[config.mk]
export PLATFORM = sky130hd
export DESIGN_NAME = pairfetch_seq
export DESIGN_NICKNAME = d
export VERILOG_FILES = /design/src/rtl/ifc_pkg.sv /design/src/rtl/ifc_seq.sv /design/src/rtl/ifc_acc_unit.sv /design/src/rtl/ifc_fetch_path.sv /design/src/rtl/pairfetch_seq.sv
export SDC_FILE = /design/constraint.sdc
export NUM_CORES = 1
export LEC_CHECK = 0
export BUFFER_PORTS_ARGS = -buffer_cell sky130_fd_sc_hd__buf_2
export CORE_MARGIN = 1
export CORE_UTILIZATION = 24
export CTS_CLUSTER_SIZE = 40
export DETAILED_ROUTE_END_ITERATION = 7
export PLACE_DENSITY = 0.39
export SYNTH_ARGS = -nofsm -noshare
export SYNTH_HDL_FRONTEND = slang
export SYNTH_SLANG_ARGS = --single-unit
[constraint.sdc]
create_clock -name clk_i -period 3 [get_ports clk_i]
set_input_delay 0.3 -clock clk_i [delete_from_list [all_inputs] [get_ports clk_i]]
set_output_delay 0.3 -clock clk_i [all_outputs]
set_load 0.01 [all_outputs]
[src/rtl/ifc_pkg.sv]
package ifc_pkg;

   localparam int OPC_HALT  = 0;
   localparam int OPC_LOAD  = 1;
   localparam int OPC_ADD   = 2;
   localparam int OPC_STORE = 3;
   localparam int OPC_JUMP  = 4;

   typedef enum logic [3:0] {
      ST_IDLE,
      ST_F_ADDR,
      ST_F_READ,
      ST_F_WAIT,
      ST_F_SPLIT,
      ST_EXEC,
      ST_X_WAIT,
      ST_X_ALU,
      ST_X_WR,
      ST_STOP
   } seq_state_e;

endpackage

[src/rtl/ifc_seq.sv]
module ifc_seq
   import ifc_pkg::*;
#(
   parameter int OP_W = 8
) (
   input  logic            clk_i,
   input  logic            rst_ni,
   input  logic            start_i,
   input  logic            halt_i,
   input  logic [OP_W-1:0] opcode_i,
   input  logic            ibr_valid_i,
   output logic            mar_from_pc_o,
   output logic            take_ibr_o,
   output logic            mbr_from_mem_o,
   output logic            split_o,
   output logic            mbr_from_acc_o,
   output logic            jump_o,
   output logic            acc_load_o,
   output logic            acc_add_o,
   output logic            mem_re_o,
   output logic            mem_we_o,
   output logic            stopped_o
);

   seq_state_e st_q, st_d;

   logic is_load, is_add, is_store, is_jump;
   assign is_load  = (opcode_i == OP_W'(OPC_LOAD));
   assign is_add   = (opcode_i == OP_W'(OPC_ADD));
   assign is_store = (opcode_i == OP_W'(OPC_STORE));
   assign is_jump  = (opcode_i == OP_W'(OPC_JUMP));

   always_comb begin
      st_d           = st_q;
      mar_from_pc_o  = 1'b0;
      take_ibr_o     = 1'b0;
      mbr_from_mem_o = 1'b0;
      split_o        = 1'b0;
      mbr_from_acc_o = 1'b0;
      jump_o         = 1'b0;
      acc_load_o     = 1'b0;
      acc_add_o      = 1'b0;
      mem_re_o       = 1'b0;
      mem_we_o       = 1'b0;
      unique case (st_q)
         ST_IDLE: begin
            if (start_i) st_d = ST_F_ADDR;
         end
         ST_F_ADDR: begin
            if (halt_i) begin
               st_d = ST_STOP;
            end else if (ibr_valid_i) begin
               take_ibr_o = 1'b1;
               st_d       = ST_EXEC;
            end else begin
               mar_from_pc_o = 1'b1;
               st_d          = ST_F_READ;
            end
         end
         ST_F_READ: begin
            mem_re_o = 1'b1;
            st_d     = ST_F_WAIT;
         end
         ST_F_WAIT: begin
            mbr_from_mem_o = 1'b1;
            st_d           = ST_F_SPLIT;
         end
         ST_F_SPLIT: begin
            split_o = 1'b1;
            st_d    = ST_EXEC;
         end
         ST_EXEC: begin
            if (is_load || is_add) begin
               mem_re_o = 1'b1;
               st_d     = ST_X_WAIT;
            end else if (is_store) begin
               mbr_from_acc_o = 1'b1;
               st_d           = ST_X_WR;
            end else if (is_jump) begin
               jump_o = 1'b1;
               st_d   = ST_F_ADDR;
            end else begin
               st_d = ST_STOP;
            end
         end
         ST_X_WAIT: begin
            mbr_from_mem_o = 1'b1;
            st_d           = ST_X_ALU;
         end
         ST_X_ALU: begin
            acc_load_o = is_load;
            acc_add_o  = !is_load;
            st_d       = ST_F_ADDR;
         end
         ST_X_WR: begin
            mem_we_o = 1'b1;
            st_d     = ST_F_ADDR;
         end
         default: st_d = ST_STOP;
      endcase
   end

   always_ff @(posedge clk_i or negedge rst_ni) begin
      if (!rst_ni) st_q <= ST_IDLE;
      else         st_q <= st_d;
   end

   assign stopped_o = (st_q == ST_STOP);

   AST_RW_EXCLUSIVE: assert property (@(posedge clk_i) disable iff (!rst_ni)
      !(mem_re_o && mem_we_o));

   AST_STOP_STICKY: assert property (@(posedge clk_i) disable iff (!rst_ni)
      (st_q == ST_STOP) |=> (stopped_o && !mem_re_o && !mem_we_o));

   AST_HALT_AT_BOUNDARY: assert property (@(posedge clk_i) disable iff (!rst_ni)
      (st_q == ST_F_ADDR && halt_i) |=> stopped_o);

   AST_IDLE_QUIET: assert property (@(posedge clk_i) disable iff (!rst_ni)
      (st_q == ST_IDLE) |-> (!mem_re_o && !mem_we_o));

endmodule

[src/rtl/ifc_acc_unit.sv]
module ifc_acc_unit #(
   parameter int W        = 40,
   parameter bit SATURATE = 1'b0
) (
   input  logic         clk_i,
   input  logic         rst_ni,
   input  logic         load_i,
   input  logic         add_i,
   input  logic [W-1:0] operand_i,
   output logic [W-1:0] acc_o
);

   logic [W-1:0] acc_q;
   logic [W-1:0] sum;

   generate
      if (SATURATE) begin : g_sat
         logic [W:0] wide;
         assign wide = {1'b0, acc_q} + {1'b0, operand_i};
         assign sum  = wide[W] ? {W{1'b1}} : wide[W-1:0];
      end else begin : g_wrap
         assign sum = acc_q + operand_i;

         AST_ADD_WRAPS: assert property (@(posedge clk_i) disable iff (!rst_ni)
            add_i |=> (acc_q == $past(acc_q) + $past(operand_i)));
      end
   endgenerate

   always_ff @(posedge clk_i or negedge rst_ni) begin
      if (!rst_ni)     acc_q <= '0;
      else if (load_i) acc_q <= operand_i;
      else if (add_i)  acc_q <= sum;
   end

   assign acc_o = acc_q;

   AST_LOAD_TAKES: assert property (@(posedge clk_i) disable iff (!rst_ni)
      load_i |=> (acc_q == $past(operand_i)));

endmodule

[src/rtl/ifc_fetch_path.sv]
module ifc_fetch_path #(
   parameter int OP_W   = 8,
   parameter int ADDR_W = 12
) (
   input  logic                        clk_i,
   input  logic                        rst_ni,
   input  logic                        mar_from_pc_i,
   input  logic                        take_ibr_i,
   input  logic                        mbr_from_mem_i,
   input  logic                        split_i,
   input  logic                        mbr_from_acc_i,
   input  logic                        jump_i,
   input  logic                        mem_re_i,
   input  logic                        mem_we_i,
   input  logic [2*(OP_W+ADDR_W)-1:0]  mem_rdata_i,
   input  logic [2*(OP_W+ADDR_W)-1:0]  acc_i,
   output logic [OP_W-1:0]             ir_o,
   output logic [ADDR_W-1:0]           mar_o,
   output logic [2*(OP_W+ADDR_W)-1:0]  mbr_o,
   output logic [OP_W+ADDR_W-1:0]      ibr_o,
   output logic                        ibr_valid_o,
   output logic [ADDR_W-1:0]           pc_o
);

   localparam int INSTR_W = OP_W + ADDR_W;
   localparam int WORD_W  = 2 * INSTR_W;
   localparam int SLOTS   = 2;
   localparam int SLOT_LEFT  = SLOTS - 1;
   localparam int SLOT_RIGHT = 0;

   logic [OP_W-1:0]    ir_q;
   logic [ADDR_W-1:0]  mar_q, pc_q;
   logic [WORD_W-1:0]  mbr_q;
   logic [INSTR_W-1:0] ibr_q;
   logic               ibr_valid_q;

   logic [INSTR_W-1:0] slot_w [SLOTS];
   genvar s;
   generate
      for (s = 0; s < SLOTS; s++) begin : g_slot
         assign slot_w[s] = mbr_q[s*INSTR_W +: INSTR_W];
      end
   endgenerate

   always_ff @(posedge clk_i or negedge rst_ni) begin
      if (!rst_ni) begin
         ir_q        <= '0;
         mar_q       <= '0;
         pc_q        <= '0;
         mbr_q       <= '0;
         ibr_q       <= '0;
         ibr_valid_q <= 1'b0;
      end else begin
         if (mar_from_pc_i) mar_q <= pc_q;
         if (take_ibr_i) begin
            ir_q        <= ibr_q[INSTR_W-1 -: OP_W];
            mar_q       <= ibr_q[ADDR_W-1:0];
            ibr_valid_q <= 1'b0;
            pc_q        <= pc_q + ADDR_W'(1);
         end
         if (mbr_from_mem_i) mbr_q <= mem_rdata_i;
         if (mbr_from_acc_i) mbr_q <= acc_i;
         if (split_i) begin
            ir_q        <= slot_w[SLOT_LEFT][INSTR_W-1 -: OP_W];
            mar_q       <= slot_w[SLOT_LEFT][ADDR_W-1:0];
            ibr_q       <= slot_w[SLOT_RIGHT];
            ibr_valid_q <= 1'b1;
         end
         if (jump_i) begin
            pc_q        <= mar_q;
            ibr_valid_q <= 1'b0;
         end
      end
   end

   assign ir_o        = ir_q;
   assign mar_o       = mar_q;
   assign mbr_o       = mbr_q;
   assign ibr_o       = ibr_q;
   assign ibr_valid_o = ibr_valid_q;
   assign pc_o        = pc_q;

   AST_MAR_HELD: assert property (@(posedge clk_i) disable iff (!rst_ni)
      (mem_re_i || mem_we_i) |=> $stable(mar_q));

   AST_WDATA_IS_ACC: assert property (@(posedge clk_i) disable iff (!rst_ni)
      mem_we_i |-> (mbr_q == acc_i));

   AST_SPLIT_PARKS: assert property (@(posedge clk_i) disable iff (!rst_ni)
      split_i |=> (ibr_valid_q && ibr_q == $past(mbr_q[INSTR_W-1:0]) && $stable(pc_q)));

   AST_BUF_TAKE: assert property (@(posedge clk_i) disable iff (!rst_ni)
      take_ibr_i |=> (!ibr_valid_q && pc_q == $past(pc_q) + ADDR_W'(1)
                      && ir_q == $past(ibr_q[INSTR_W-1 -: OP_W])));

   AST_JUMP_TARGET: assert property (@(posedge clk_i) disable iff (!rst_ni)
      jump_i |=> (pc_q == $past(mar_q) && !ibr_valid_q));

endmodule

[src/rtl/pairfetch_seq.sv]
module pairfetch_seq #(
   parameter int OP_W         = 8,
   parameter int ADDR_W       = 12,
   parameter bit ADD_SATURATE = 1'b0
) (
   input  logic                        clk_i,
   input  logic                        rst_ni,
   input  logic                        start_i,
   input  logic                        halt_i,
   output logic [ADDR_W-1:0]           mem_addr_o,
   output logic                        mem_rd_o,
   output logic                        mem_wr_o,
   output logic [2*(OP_W+ADDR_W)-1:0]  mem_wdata_o,
   input  logic [2*(OP_W+ADDR_W)-1:0]  mem_rdata_i,
   output logic [OP_W-1:0]             ir_o,
   output logic [ADDR_W-1:0]           mar_o,
   output logic [2*(OP_W+ADDR_W)-1:0]  mbr_o,
   output logic [OP_W+ADDR_W-1:0]      ibr_o,
   output logic                        ibr_valid_o,
   output logic [ADDR_W-1:0]           pc_o,
   output logic [2*(OP_W+ADDR_W)-1:0]  acc_o,
   output logic                        stopped_o
);

   localparam int INSTR_W = OP_W + ADDR_W;
   localparam int WORD_W  = 2 * INSTR_W;

   initial begin
      if (OP_W < 3)     $error("opcode field too narrow for the opcode set");
      if (ADDR_W < 1)   $error("address field must be at least one bit");
      if (WORD_W > 256) $error("word width beyond supported range");
   end

   logic mar_from_pc, take_ibr, mbr_from_mem, split, mbr_from_acc, jump;
   logic acc_load, acc_add, mem_re, mem_we;
   logic [WORD_W-1:0] acc, mbr;
   logic [OP_W-1:0]   ir;
   logic [ADDR_W-1:0] mar;
   logic              ibr_valid;

   ifc_seq #(.OP_W(OP_W)) seq_i (
      .clk_i          (clk_i),
      .rst_ni         (rst_ni),
      .start_i        (start_i),
      .halt_i         (halt_i),
      .opcode_i       (ir),
      .ibr_valid_i    (ibr_valid),
      .mar_from_pc_o  (mar_from_pc),
      .take_ibr_o     (take_ibr),
      .mbr_from_mem_o (mbr_from_mem),
      .split_o        (split),
      .mbr_from_acc_o (mbr_from_acc),
      .jump_o         (jump),
      .acc_load_o     (acc_load),
      .acc_add_o      (acc_add),
      .mem_re_o       (mem_re),
      .mem_we_o       (mem_we),
      .stopped_o      (stopped_o)
   );

   ifc_fetch_path #(.OP_W(OP_W), .ADDR_W(ADDR_W)) path_i (
      .clk_i          (clk_i),
      .rst_ni         (rst_ni),
      .mar_from_pc_i  (mar_from_pc),
      .take_ibr_i     (take_ibr),
      .mbr_from_mem_i (mbr_from_mem),
      .split_i        (split),
      .mbr_from_acc_i (mbr_from_acc),
      .jump_i         (jump),
      .mem_re_i       (mem_re),
      .mem_we_i       (mem_we),
      .mem_rdata_i    (mem_rdata_i),
      .acc_i          (acc),
      .ir_o           (ir),
      .mar_o          (mar),
      .mbr_o          (mbr),
      .ibr_o          (ibr_o),
      .ibr_valid_o    (ibr_valid),
      .pc_o           (pc_o)
   );

   ifc_acc_unit #(.W(WORD_W), .SATURATE(ADD_SATURATE)) acc_i (
      .clk_i     (clk_i),
      .rst_ni    (rst_ni),
      .load_i    (acc_load),
      .add_i     (acc_add),
      .operand_i (mbr),
      .acc_o     (acc)
   );

   assign mem_addr_o  = mar;
   assign mem_wdata_o = mbr;
   assign mem_rd_o    = mem_re;
   assign mem_wr_o    = mem_we;
   assign ir_o        = ir;
   assign mar_o       = mar;
   assign mbr_o       = mbr;
   assign ibr_valid_o = ibr_valid;
   assign acc_o       = acc;

   AST_READ_LANDS_IN_MBR: assert property (@(posedge clk_i) disable iff (!rst_ni)
      mem_rd_o |=> ##1 (mbr == $past(mem_rdata_i)));

endmodule

* Yosys cells after proc, flatten, opt, wreduce, memory -nomap -nowiden *
Cells that the tools add are included.
W data, S select, Z words.

word-level totals
  register bits after elaboration = 137
  logic and storage cells = 76

operators by class
  add/subtract/negate cells = 2
  reduce and logical (&&, ||, !) cells = 11
  equal/unequal tests = 14
  muxes and demuxes = 41

operator list
  kind                     number
  $mux W40                 4
  $mux W12                 5
  $add A40 B40 Y40         1
  $pmux W4 S8              1
  $mux W1                  22
  $mux W4                  5
  $eq A4 B3 Y1 const B     4
  $eq A8 B2 Y1 const B     2
  $mux W8                  2
  $add A12 B1 Y12 const B  1
  $eq A4 B2 Y1 const B     2
  $eq A4 B4 Y1 const B     2
  $eq A8 B1 Y1 const B     1
  $eq A8 B3 Y1 const B     1
  $reduce_bool A2 Y1       4
  $reduce_bool A3 Y1       2
  $eq A4 B1 Y1 const B     1
  $logic_not A4 Y1         1
  $reduce_or A2 Y1         2
  $mux W3                  1
  $ne A2 B2 Y1 const B     1
  $pmux W1 S2              1
  $logic_not A1 Y1         1
  $logic_or A1 B1 Y1       1

* Longest topological paths before layout *
  depth after elaboration = 6
  depth in mapped cells = 11
  depth with buffers taken out = 11

* Hierarchy *
From an unflattened synthesis, not the netlist that was laid out.

second synthesis, totals
  cells, all modules = 964
  area total of the unflattened synthesis = 8868.5 um^2

modules (own cells, without submodules)
  module          instances  cells each  area each (um^2)
  ifc_fetch_path  1          393         4251.6
  ifc_acc_unit    1          459         3803.6
  ifc_seq         1          60          422.9
  pairfetch_seq   1          52          390.4

* Worst setup path after synthesis *
OpenSTA, ideal clock, no wires.

  path type = flip-flop to flip-flop
  start point = register path_i.mbr_q[0] (netlist: path_i.mbr_o[0])
  end point = register acc_i.acc_q[34] (netlist: acc_i.acc_o[34])
  path buffers = 0
  stages on the path, launching flop included = 12
  data required time = 2873 ps
  data arrival time = 2460 ps
  period minus slack after synthesis = 2587 ps
  slack = 413 ps
  path through = dfrtp_1 > ha_1 > inv_1 > fa_1 > nor2b_1 > o31ai_2 > a211oi_2 > o311ai_2 > o31a_1 > o21ai_1 > mux2i_1 > nand3_1

on the way
  word-level cells in the longest chain between the ends = 3

ends and longest elaborated chain
  what                      RTL line              text
  start: declaration        ifc_fetch_path.sv:33  logic [WORD_W-1:0] mbr_q;
  start signal: assignment  ifc_fetch_path.sv:61  if (mbr_from_mem_i) mbr_q <= mem_rdata_i;
  start signal: assignment  ifc_fetch_path.sv:62  if (mbr_from_acc_i) mbr_q <= acc_i;
  $add A40 B40 Y40          ifc_acc_unit.sv:22    assign sum = acc_q + operand_i;
  $mux W40                  ifc_acc_unit.sv:32    else if (add_i) acc_q <= sum;
  $mux W40                  ifc_acc_unit.sv:31    else if (load_i) acc_q <= operand_i;
  end signal: assignment    ifc_acc_unit.sv:31
  end signal: assignment    ifc_acc_unit.sv:32
  end: declaration          ifc_acc_unit.sv:13    logic [W-1:0] acc_q;

No other way between the ends. The select of a mux whose other input is x is not followed.
A chain may end at the register's enable or synchronous reset.

* Worst setup path after layout *
  start point = register path_i.mbr_q[1] (netlist: path_i.mbr_o[1])
  end point = register acc_i.acc_q[39] (netlist: acc_i.acc_o[39])

The elaborated chain is that of the path after synthesis.

==> qor.yml <==
logic_synthesis:
  synth-compound-area-share_pct: 21.8
  ys_warn_count: 0
  synth_xor_area_share_pct: 3.60
  synth-simple-area-share_pct: 18.7
  syn_nets: 1146
  synthMuxAreaShare_pct: 4.30
  synthFlopType: "dfrtp_1"
  yosys_register_bits: 137
  yosys.area_share.adder_pct: 5.79
  yosysSeqAreaShare_pct: 38.1
  synthesis.area_um2: 9000
  async_flop_share_pct: 100
  syn_area_per_cell_um2: 8.48
  synth_edf_count: 0
  synthCells: 1061
  yosys.cell_types.count: 77
  synth_top_family_by_area: "compound AO/OA/AOI/OAI gates"
clocking:
  path_clk_slew_ns: 0.07
  cts_tree: "done"
  cts_buffers: 17
  clockBufferDepth: 2
  clockRootBuffer: "clkbuf_16"
  cts-htree-levels: 4
  cts.sinks: 137
  insertion_delay_ns: 0.45
sta:
  setup_viol: 0
  hold_viol: 0
  rsz0062_at_grt: "true"
  fin_crit_sh_pct: 95.6
  drv_slew: 0
  tightest_slew_ns: 0.739
  finClkSkew_ns: 0.0177
  fin_ws_ns: 0.132
  fmax_ghz: 0.349
  max_slew_margin_pct: 50.8
  finalCriticalPeriod_ns: 2.87
  whs_ns: 0.0781
grt:
  grt_max_degree: 63
  antenna_found_initial: 1
  grtUsageTotal_pct: 19.7
  grt_first_pass_wirelength_um: 55500
  grt_pass1_vias: 8340
  grt-ovfl-total: 0
routing:
  viasPerCell: 4.97
  wl_per_cell_um: 21.4
  drt-initial-drc-count: 619
  route.detailed.drc: 0
  dr.pass1.iters: 5
  antenna_left: 0
  vias: 8692
  routed_wl_um: 37500
place:
  portBuffers: 231
  dp_cells: 1715
  place_area_um2: 10700
  dp_slack_ns: 0.149
  place_congestion: 0.833
  dpl.hpwl_um: 28500
critical_path:
  path_max_fanout: 5
  crit_arrival_ns: 3.19
  cp-start-kind: "flip-flop"
  critPathKind: "reg -> reg"
  critical_path_required_ns: 3.32
  critical_path.endpoint_type: "flip-flop"
  reg2reg_slack_ns: 0.13
floorplan:
  fp.dieW_um: 196
  pin_count: 232
  core-area_um2: 36800
  die_h_um: 196
  dieArea_um2: 38300
  start_util_pct: 24.5
  num_rows: 70
run:
  maxCapViolCount: 0
pwr:
  power_leakage_nw: 5.64
  cellPowerDensity_nw_per_um2: 366
  worst_ir_drop_vdd_mv: 0.387
run_status:
  status: "finished, final reports clean"
finish:
  drive_gt1_share_pct: 29.6
  finalInstanceArea_um2: 11300
  area_growth_pct: 25.8
  stdcell_count: 1750
  final_nets: 1353
  final_core_util_pct: 30.8
  fill_cells: 3962
hold_path:
  holdCritPathClass: "in -> reg"
[state kept, by name, indices dropped and copies added, names as in the netlist]
name / count
seq_i.st_q: 4
path_i.ir_o: 8
path_i.mbr_o: 40
path_i.mar_o: 12
acc_i.acc_o: 40
path_i.ibr_valid_o: 1
path_i.ibr_o: 20
path_i.pc_o: 12
[layout make-up]
| cell class | count | area [µm²] | share of cell area (%) |
|---|---|---|---|
| multi-input cells | 795 | 4910 | 43.4 |
| clock buffers | 17 | 425 | 3.76 |
| inverters | 11 | 41.3 | 0.365 |
| repair buffers | 306 | 1750 | 15.5 |
| flip-flops and latches | 137 | 3430 | 30.3 |
| clock inverters | 15 | 169 | 1.49 |
| diodes | 1 | 2.50 | 0.0221 |
| well taps | 468 | 586 | 5.17 |
[layout by cell type (no fill, tap or decap), drive strengths merged, types with 22 or more instances in the layout]
cell,Yosys,layout
dfrtp,137,137
ha,40,40
a21oi,98,98
nor2,51,51
buf,64,305
nand2,213,213
a22oi,41,41
inv,11,22
o21ai,77,77
nor3,22,22
[critical path: stages, from the launching register on]
cell      delay [ns]
dfrtp_1         0.43
ha_1            0.33
a211oi_1        0.32
o211ai_1        0.24
a31oi_1         0.40
a211oi_2        0.17
a211oi_2        0.29
mux2_1          0.36
a21oi_1         0.14
a21oi_1         0.05
[logic make-up (layout without fill, tap and decap cells)]
logic type                 after synthesis  after routing
and+or+nand+nor                        373            373
xor gates and xnor gates                37             37
muxes                                   36             36
other                                    0              1
AOI/OAI and AO/OA                      308            308
DFF                                    137            137
buffers and inverters                  129            349
adders and majority gates               41             41
[metrics by stage]
step           setup TNS, ns  power (mW)
2_1_floorplan              0        1.88
3_3_place_gp               0        1.97
3_5_place_dp               0        1.97
4_1_cts                    0        4.19
5_1_grt             -0.00309        4.27
6_report                   0        4.14
[what timing repair did]
item                                   CTS  global route
hold buffers                             1             0
setup endpoints to repair                0             5
gates resized for setup                  0             4
setup buffers                            0             1
endpoints found under the hold margin   38             0
[power breakdown]
group / internal (mW) / leakage, nW / total [mW] / switching (mW)
logic: 0.0273 / 3.74 / 0.0861 / 0.0588
clock network: 1.19 / 0.291 / 2.21 / 1.02
registers: 1.85 / 1.60 / 1.85 / 0
[per-layer routing]
layer | track usage [%] | wire [µm]
met5 | 0 | 0
met2 | 30.6 | 16900
met3 | 3.09 | 1580
met4 | 4.40 | 435
met1 | 28.5 | 18600
[path summary, 6_finish.rpt]
path                                 startpoint               end  cells after the start
min in group asynchronous                rst_ni   path_i.mbr_o[8]                      2
max in group asynchronous                rst_ni   acc_i.acc_o[38]                      3
worst max-delay path            path_i.mbr_o[1]   acc_i.acc_o[39]                      9
worst max register to register  path_i.mbr_o[1]   acc_i.acc_o[39]                      9
worst min-delay path            mem_rdata_i[36]  path_i.mbr_o[36]                      3
worst min register to register  acc_i.acc_o[10]  path_i.mbr_o[10]                      2
[synth_stat cells (18+ instances only)]
master | count | area share, %
buf_4 | 53 | 4.4
a21oi_1 | 97 | 5.4
nand2_1 | 213 | 8.9
xnor2_1 | 19 | 1.8
dfrtp_1 | 137 | 38
ha_1 | 40 | 5.6
mux2_2 | 20 | 2.5
xor2_1 | 18 | 1.8
nor2_1 | 51 | 2.1
a22oi_1 | 41 | 3.4
o21ai_0 | 71 | 3.9
clkbuf_1 | 54 | 2.3
a21o_1 | 20 | 1.7
nor3_1 | 21 | 1.2
No activity file was read; power rests on OpenSTA's default activity.
